===== src/rtl/hsp_pkg.sv =====
package hsp_pkg;
    typedef enum logic [1:0] {
        M_OUT   = 2'd0,
        M_IN    = 2'd1,
        M_BIDIR = 2'd2,
        M_BIT   = 2'd3
    } mode_e;

    typedef enum logic {
        O_EMPTY = 1'b0,
        O_FULL  = 1'b1
    } out_st_e;

    typedef enum logic [1:0] {
        I_OFF   = 2'd0,
        I_EMPTY = 2'd1,
        I_FULL  = 2'd2
    } in_st_e;

    localparam logic [1:0] A_DATA = 2'd0;
    localparam logic [1:0] A_MODE = 2'd1;
    localparam logic [1:0] A_DIR  = 2'd2;
    localparam logic [1:0] A_MON  = 2'd3;
endpackage


===== src/rtl/hsp_out_hs.sv =====
module hsp_out_hs
    import hsp_pkg::*;
(
    input  logic clk,
    input  logic rst_n,
    input  logic enable,
    input  logic restart,
    input  logic load,
    input  logic stb_n,
    output logic rdy,
    output logic ev
);
    out_st_e st, st_nxt;
    logic    stb_q;
    logic    fall;

    assign fall = stb_q & ~stb_n;

    always_ff @(posedge clk) begin
        if (!rst_n) begin
            st    <= O_EMPTY;
            stb_q <= 1'b1;
        end else begin
            st    <= st_nxt;
            stb_q <= stb_n;
        end
    end

    always_comb begin
        st_nxt = st;
        if (restart || !enable) begin
            st_nxt = O_EMPTY;
        end else begin
            unique case (st)
                O_EMPTY: if (load) st_nxt = O_FULL;
                O_FULL:  if (fall && !load) st_nxt = O_EMPTY;
                default: st_nxt = O_EMPTY;
            endcase
        end
    end

    always_comb begin
        rdy = (st == O_FULL);
        ev  = enable && !restart && (st == O_FULL) && fall;
    end

    p_rdy_after_load_r3: assert property (@(posedge clk) disable iff (!rst_n)
        (enable && load && !restart) |=> rdy);
endmodule


===== src/rtl/hsp_in_hs.sv =====
module hsp_in_hs
    import hsp_pkg::*;
#(
    parameter int W = 8
) (
    input  logic         clk,
    input  logic         rst_n,
    input  logic         enable,
    input  logic         restart,
    input  logic         take,
    input  logic         stb_n,
    input  logic [W-1:0] din,
    output logic         rdy,
    output logic         ev,
    output logic [W-1:0] dout
);
    in_st_e st, st_nxt;
    logic   stb_q;
    logic   fall;

    assign fall = stb_q & ~stb_n;

    always_ff @(posedge clk) begin
        if (!rst_n) begin
            st    <= I_OFF;
            stb_q <= 1'b1;
            dout  <= '0;
        end else begin
            st    <= st_nxt;
            stb_q <= stb_n;
            if (ev) dout <= din;
        end
    end

    always_comb begin
        st_nxt = st;
        if (restart || !enable) begin
            st_nxt = I_OFF;
        end else begin
            unique case (st)
                I_OFF:   st_nxt = I_EMPTY;
                I_EMPTY: if (fall) st_nxt = I_FULL;
                I_FULL:  if (take) st_nxt = I_EMPTY;
                default: st_nxt = I_OFF;
            endcase
        end
    end

    always_comb begin
        rdy = (st == I_EMPTY);
        ev  = enable && !restart && (st == I_EMPTY) && fall;
    end

    p_hold_full_r6: assert property (@(posedge clk) disable iff (!rst_n)
        (st == I_FULL && !take) |=> $stable(dout));
endmodule


===== src/rtl/hsp_bitmatch.sv =====
module hsp_bitmatch #(
    parameter int W = 8
) (
    input  logic         clk,
    input  logic         rst_n,
    input  logic         enable,
    input  logic [W-1:0] din,
    input  logic [W-1:0] mon,
    input  logic         level,
    input  logic         use_and,
    output logic         ev
);
    logic [W-1:0] act;
    logic         any_hit;
    logic         all_hit;
    logic         match;
    logic         match_q;

    always_comb begin
        act     = ~(din ^ {W{level}}) & mon;
        any_hit = |act;
        all_hit = (act == mon) && (|mon);
        match   = enable && (use_and ? all_hit : any_hit);
        ev      = match && !match_q;
    end

    always_ff @(posedge clk) begin
        if (!rst_n) match_q <= 1'b0;
        else        match_q <= match;
    end

    p_edge_only_r9: assert property (@(posedge clk) disable iff (!rst_n)
        ev |=> !ev);
endmodule


===== src/rtl/hsport.sv =====
module hsport
    import hsp_pkg::*;
#(
    parameter int W         = 8,
    parameter bit IS_PORT_A = 1'b1
) (
    input  logic         clk,
    input  logic         rst_n,
    input  logic [1:0]   cpu_addr,
    input  logic         cpu_wr,
    input  logic         cpu_rd,
    input  logic [W-1:0] cpu_wdata,
    output logic [W-1:0] cpu_rdata,
    input  logic [W-1:0] pin_in,
    output logic [W-1:0] pin_out,
    output logic [W-1:0] pin_oe,
    input  logic         stb_n,
    output logic         rdy,
    input  logic         in_stb_n,
    output logic         in_rdy,
    output logic         irq
);
    localparam int CFG_BITS = 5;

    mode_e        mode_q;
    logic         ie_q, lvl_q, and_q, armed_q, irq_q;
    logic [W-1:0] dir_q, mon_q, out_q;

    logic mode_wr, mode_ok, data_wr, data_rd;
    logic out_en, in_en, bit_en;
    logic o_rdy, o_ev, i_rdy, i_ev, b_ev, ev_any;
    logic in_stb_sel;
    logic [W-1:0] in_byte;

    always_comb begin
        mode_ok = IS_PORT_A || (cpu_wdata[1:0] != M_BIDIR);
        mode_wr = cpu_wr && (cpu_addr == A_MODE) && mode_ok;
        data_wr = cpu_wr && (cpu_addr == A_DATA);
        data_rd = cpu_rd && (cpu_addr == A_DATA);
        out_en  = armed_q && (mode_q == M_OUT || mode_q == M_BIDIR);
        in_en   = armed_q && (mode_q == M_IN  || mode_q == M_BIDIR);
        bit_en  = armed_q && (mode_q == M_BIT);
        in_stb_sel = (mode_q == M_BIDIR) ? in_stb_n : stb_n;
    end

    always_ff @(posedge clk) begin
        if (!rst_n) begin
            mode_q  <= M_IN;
            ie_q    <= 1'b0;
            lvl_q   <= 1'b0;
            and_q   <= 1'b0;
            armed_q <= 1'b0;
            dir_q   <= '0;
            mon_q   <= '0;
            out_q   <= '0;
        end else begin
            if (mode_wr) begin
                mode_q  <= mode_e'(cpu_wdata[1:0]);
                ie_q    <= cpu_wdata[2];
                lvl_q   <= cpu_wdata[3];
                and_q   <= cpu_wdata[4];
                armed_q <= 1'b1;
            end
            if (cpu_wr && cpu_addr == A_DIR) dir_q <= cpu_wdata;
            if (cpu_wr && cpu_addr == A_MON) mon_q <= cpu_wdata;
            if (data_wr) out_q <= cpu_wdata;
        end
    end

    hsp_out_hs u_out (
        .clk     (clk),
        .rst_n   (rst_n),
        .enable  (out_en),
        .restart (mode_wr),
        .load    (data_wr),
        .stb_n   (stb_n),
        .rdy     (o_rdy),
        .ev      (o_ev)
    );

    hsp_in_hs #(.W(W)) u_in (
        .clk     (clk),
        .rst_n   (rst_n),
        .enable  (in_en),
        .restart (mode_wr),
        .take    (data_rd),
        .stb_n   (in_stb_sel),
        .din     (pin_in),
        .rdy     (i_rdy),
        .ev      (i_ev),
        .dout    (in_byte)
    );

    hsp_bitmatch #(.W(W)) u_bit (
        .clk     (clk),
        .rst_n   (rst_n),
        .enable  (bit_en),
        .din     (pin_in),
        .mon     (mon_q),
        .level   (lvl_q),
        .use_and (and_q),
        .ev      (b_ev)
    );

    assign ev_any = ie_q && (o_ev || i_ev || b_ev);

    always_ff @(posedge clk) begin
        if (!rst_n)                  irq_q <= 1'b0;
        else if (mode_wr)            irq_q <= 1'b0;
        else if (ev_any)             irq_q <= 1'b1;
        else if (data_wr || data_rd) irq_q <= 1'b0;
    end

    always_comb begin
        pin_out = out_q;
        unique case (mode_q)
            M_OUT:   pin_oe = armed_q ? '1 : '0;
            M_IN:    pin_oe = '0;
            M_BIDIR: pin_oe = stb_n ? '0 : '1;
            M_BIT:   pin_oe = ~dir_q;
            default: pin_oe = '0;
        endcase
        unique case (mode_q)
            M_OUT:   rdy = o_rdy;
            M_IN:    rdy = i_rdy;
            M_BIDIR: rdy = o_rdy;
            M_BIT:   rdy = 1'b0;
            default: rdy = 1'b0;
        endcase
        in_rdy = (mode_q == M_BIDIR) && i_rdy;
        irq    = irq_q;
    end

    always_comb begin
        cpu_rdata = '0;
        unique case (cpu_addr)
            A_DATA: begin
                if (mode_q == M_IN || mode_q == M_BIDIR) cpu_rdata = in_byte;
                else if (mode_q == M_BIT) cpu_rdata = (pin_in & dir_q) | (out_q & ~dir_q);
                else cpu_rdata = out_q;
            end
            A_MODE:  cpu_rdata[CFG_BITS-1:0] = {and_q, lvl_q, ie_q, mode_q};
            A_DIR:   cpu_rdata = dir_q;
            A_MON:   cpu_rdata = mon_q;
            default: cpu_rdata = '0;
        endcase
    end

    p_irq_needs_ie_r10: assert property (@(posedge clk) disable iff (!rst_n)
        !ie_q |-> !irq_q);
    p_bit_no_rdy_r8: assert property (@(posedge clk) disable iff (!rst_n)
        (mode_q == M_BIT) |-> !rdy);
    p_bidir_float_r7: assert property (@(posedge clk) disable iff (!rst_n)
        (mode_q == M_BIDIR && stb_n) |-> (pin_oe == '0));

    generate
        if (!IS_PORT_A) begin : g_portb
            p_no_bidir_r2: assert property (@(posedge clk) disable iff (!rst_n)
                mode_q != M_BIDIR);
        end
    endgenerate
endmodule


===== config.mk =====
export PLATFORM = sky130hd
export DESIGN_NAME = hsport
export DESIGN_NICKNAME = d
export VERILOG_FILES = /design/src/rtl/hsp_pkg.sv /design/src/rtl/hsp_out_hs.sv /design/src/rtl/hsp_in_hs.sv /design/src/rtl/hsp_bitmatch.sv /design/src/rtl/hsport.sv
export SDC_FILE = /design/constraint.sdc
export NUM_CORES = 1
export LEC_CHECK = 0
export ABC_AREA = 0
export ABC_CLOCK_PERIOD_IN_PS = 2100
export BUFFER_PORTS_ARGS = -buffer_cell sky130_fd_sc_hd__buf_2
export CAP_MARGIN = 0
export CORE_MARGIN = 2
export CORE_UTILIZATION = 57
export CTS_BUF_LIST = sky130_fd_sc_hd__clkbuf_2
export CTS_CLUSTER_DIAMETER = 30
export DETAILED_ROUTE_END_ITERATION = 16
export HOLD_SLACK_MARGIN = 0.1
export PLACE_DENSITY = 0.82
export SLEW_MARGIN = 20
export SYNTH_ARGS = -nofsm -noshare
export SYNTH_HDL_FRONTEND = slang
export SYNTH_HIERARCHICAL = 1
export SYNTH_SLANG_ARGS = --single-unit

===== constraint.sdc =====
create_clock -name clk -period 2.1 [get_ports clk]
set_input_delay 0.21 -clock clk [delete_from_list [all_inputs] [get_ports clk]]
set_output_delay 0.21 -clock clk [all_outputs]
set_load 0.1 [all_outputs]

==> qor.csv <==
stage;metric;value;unit
outcome;outcome;finished, violations left;
outcome;violations;setup timing;
synth;ys_top_cells_by_area;dfxtp_1 (34%), mux2i_1 (14%), nor2b_1 (7.0%);
setup_path;crit_end;cpu_rdata[4];
setup_path;crit_type;reg2out;
min_path;holdCritPathClass;in2reg;
setup_path;r2r_slack;-0.15;ns
power_and_ir_drop;p_seq_share;45.5;%
floorplanning;core;0.00441;sq mm
global_route;grt_pass1_vias;2652;
global_route;overflow;0;
cells_and_area;finalNonFillerCells;439;
timing;rsz0062_at_grt;yes;
cells_and_area;num-nets-final;415;
floorplanning;die_area;0.00523;sq mm
setup_path;timing.rr.start;mon_q[2];
synth;ys_dominant_reg_cell;dfxtp_1;
cells_and_area;fin_util;88.6;%
global_route;antenna_found_initial;0;
setup_path;r2r_end;irq;
power_and_ir_drop;comb_power_share;33.8;%
synth;syn_nets;327;
floorplanning;num_rows;24;
route;drc;0;
setup_path;critPathRequiredTime;1.89;ns
synth;syn_inst;298;
clocking;htreeDepth;2;
setup_path;critical_path_arrival;2.12;ns
timing;setup_ws;-0.234;ns
route;ant_nets;0;
setup_path;path_max_fanout;8;
global_route;grtUsageTotal;33.7;%
route;firstDrtPassIters;8;
setup_path;worst_r2r_path_depth;8;
placed_design;place_congestion;0.901;
setup_path;critPathLaunchType;flop;
route;initialDrtViolationCount;450;
synth;syn-cell-area;0.00266;sq mm
route;dr_total_vias;3022;
route;via_per_inst;6.88;
cells_and_area;final_layout_size_suffix_gt1_share;37.2;%
cells_and_area;finalInstanceArea;0.00391;sq mm
timing;fin_hold_ws;0.129;ns
floorplanning;ios;51;
cells_and_area;n_antenna_cell;0;
clocking;cts_tree;yes;
clocking;cts_buffers;5;
floorplanning;initial_core_util;60.3;%
run;maxCapViolations;0;
synth;synth_warnings;6;
setup_path;cp-startpoint;mode_q[0];
synth;yosysMostFrequentCell;dfxtp_1;
synth;syn_avg_cell_area;8.93;sq um
placed_design;detailed_place_hpwl;5470;um
timing;period_share;111;%
placed_design;postPlaceCellArea;0.00331;sq mm
cells_and_area;area_delta_synth_final;46.9;%
placed_design;dp_cells;404;
power_and_ir_drop;ir_drop;576;uV
clocking;cts.clk_slew.worst_paths;0.25;ns
timing;hold_viol;0;
clocking;clkLatencyLatePin;0.48;ns
synth;synthArstFlopShare;0;%
global_route;grt_pass1_wl;13300;um
timing;clock_skew;0.0267;ns
global_route;grt_max_degree;44;
floorplanning;die_y;72.3;um
timing;relSlewSlack;53.1;%
timing;finalSetupViolCount;20;
power_and_ir_drop;power;2.00;mW
power_and_ir_drop;clockPowerShare;20.7;%
synth;synth_common_cells;dfxtp_1 (45), mux2i_1 (36), nand2_1 (35);
clocking;root_buffer;clkbuf_2;
clocking;clock_path_buffers;2;
power_and_ir_drop;p_leak;1.62;nW
power_and_ir_drop;internal-power;1.22;mW
timing;worst_pin_slew;0.704;ns
placed_design;portBuffers;50;
synth;synth_seq_cells;45;
synth;yosys.area.top_type_share;33.8;%
timing;period_needed;2.33;ns
route;drt_wl_total;10400;um
power_and_ir_drop;switching_power;0.777;mW
clocking;cts_sinks;45;
synth;synth_edf_count;0;
power_and_ir_drop;swShare;38.9;%
synth;yosysTopAreaCell;dfxtp_1;
synth;synth_cell_types;46;
floorplanning;die_w;72.3;um
power_and_ir_drop;p_per_area;511;mW/mm^2
setup_path;crit_path_end_kind;primary output;
synth;ys_seq_area_share;33.8;%
route;routedWlPerCell;23.8;um
timing;maxSlewViolCount;0;
timing;fmax;428;MHz
## worst min-delay path by stage
| stage | end | cells after the start | slack, ns | start |
|---|---|---|---|---|
| 2_1_floorplan | u_out/stb_q | 1 | 0.28 | rst_n |
| 3_3_place_gp | u_out/stb_q | 2 | 0.42 | stb_n |
| 3_5_place_dp | u_out/stb_q | 2 | 0.44 | stb_n |
| 6_report | and_q | 3 | 0.13 | cpu_wr |
| 4_1_cts | and_q | 3 | 0.12 | cpu_wr |
| 5_1_grt | and_q | 3 | 0.12 | cpu_wr |
## power groups by stage
stage | registers (mW) | clock network (mW) | logic (mW)
2_1_floorplan | 0.950 | 0 | 0.340
3_3_place_gp | 0.918 | 0 | 0.535
3_5_place_dp | 0.920 | 0 | 0.544
4_1_cts | 0.904 | 0.397 | 0.605
5_1_grt | 0.913 | 0.438 | 0.694
6_report | 0.910 | 0.414 | 0.675
## sequential cells by signal (all words and copies together), names as in the netlist
name and count:
dir_q 8, u_in/dout 8, and_q 1, u_bit/match_q 1, u_out/rdy 1, ie_q 1, mode_q 2, mon_q 8
u_in/stb_q 1, u_in/st 2, irq 1, u_out/stb_q 1, armed_q 1, pin_out 8, lvl_q 1
## per-layer routing
metal | GRT usage, % | part of all wire (%) | vias to the layer above
met4 | 17.8 | 8.3 | 0
met3 | 8.06 | 11 | 104
met2 | 56.2 | 46 | 276
li1 | - | - | 1226
met5 | 0 | 0 | -
met1 | 40.0 | 35 | 1416
## per-stage QoR
stage / TNS (ns) / setup slack, ns
after floorplan: -4.47 / -0.531
after global placement: 0 / 0.0402
after detailed placement: -0.0345 / -0.0345
after CTS: -0.203 / -0.0644
after global routing: -2.48 / -0.261
final: -1.43 / -0.234
## cells by family after synthesis
| logic type | after synthesis | share of synthesized area (%) |
|---|---|---|
| simple gates | 111 | 23.4 |
| buf+inv | 30 | 6.34 |
| mux | 44 | 17.3 |
| flops | 45 | 33.8 |
| compound gates | 63 | 16.8 |
| fa+ha+maj | 5 | 2.35 |
## cells in the final DEF, fill, tap and decap left out, types with 3 or more instances in the layout
master          n
a21boi_0        6
a21boi_1        3
a21oi_2         5
a21oi_4         4
a22oi_1         6
a22oi_2         3
a311oi_1        3
and2_1          4
and3b_1         3
buf_12         16
buf_2          30
buf_4          26
buf_6           7
clkbuf_2        5
dfxtp_1        43
dlygate4sd3_1  17
ha_4            3
inv_1          10
mux2_2          5
mux2_4          3
mux2i_1        33
nand2_1        31
nand2b_1       13
nand3_1         6
nor2_1          6
nor2b_1        29
nor4_1          3
o21ai_1         4
o21ai_2         3
o21ai_4         4
o221ai_4        3
o22ai_1         3
## final cells by class
class / count / area, sq um
clock inverters: 3 / 25.0
flip-flops and latches: 45 / 908
well taps: 52 / 65.1
clock buffers: 5 / 25.0
inverters: 13 / 51.3
multi-input cells: 223 / 1900
fillers: 196 / 502
repair buffers: 98 / 942
## timing repair
action	in CTS	in global routing
hold endpoints to repair	39	0
hold buffers	18	0
cloned	0	0
pin swaps	6	15
gates resized for setup	48	34
setup buffers	3	6
setup endpoints to repair	21	21
## critical path: stages, from the launching register on
cell	delay [ns]
dfxtp_4	0.45
inv_4	0.07
ha_4	0.28
buf_4	0.15
a311oi_2	0.28
buf_4	0.19
o21ai_4	0.06
buf_12	0.18
(Power assumes the default switching activity.)
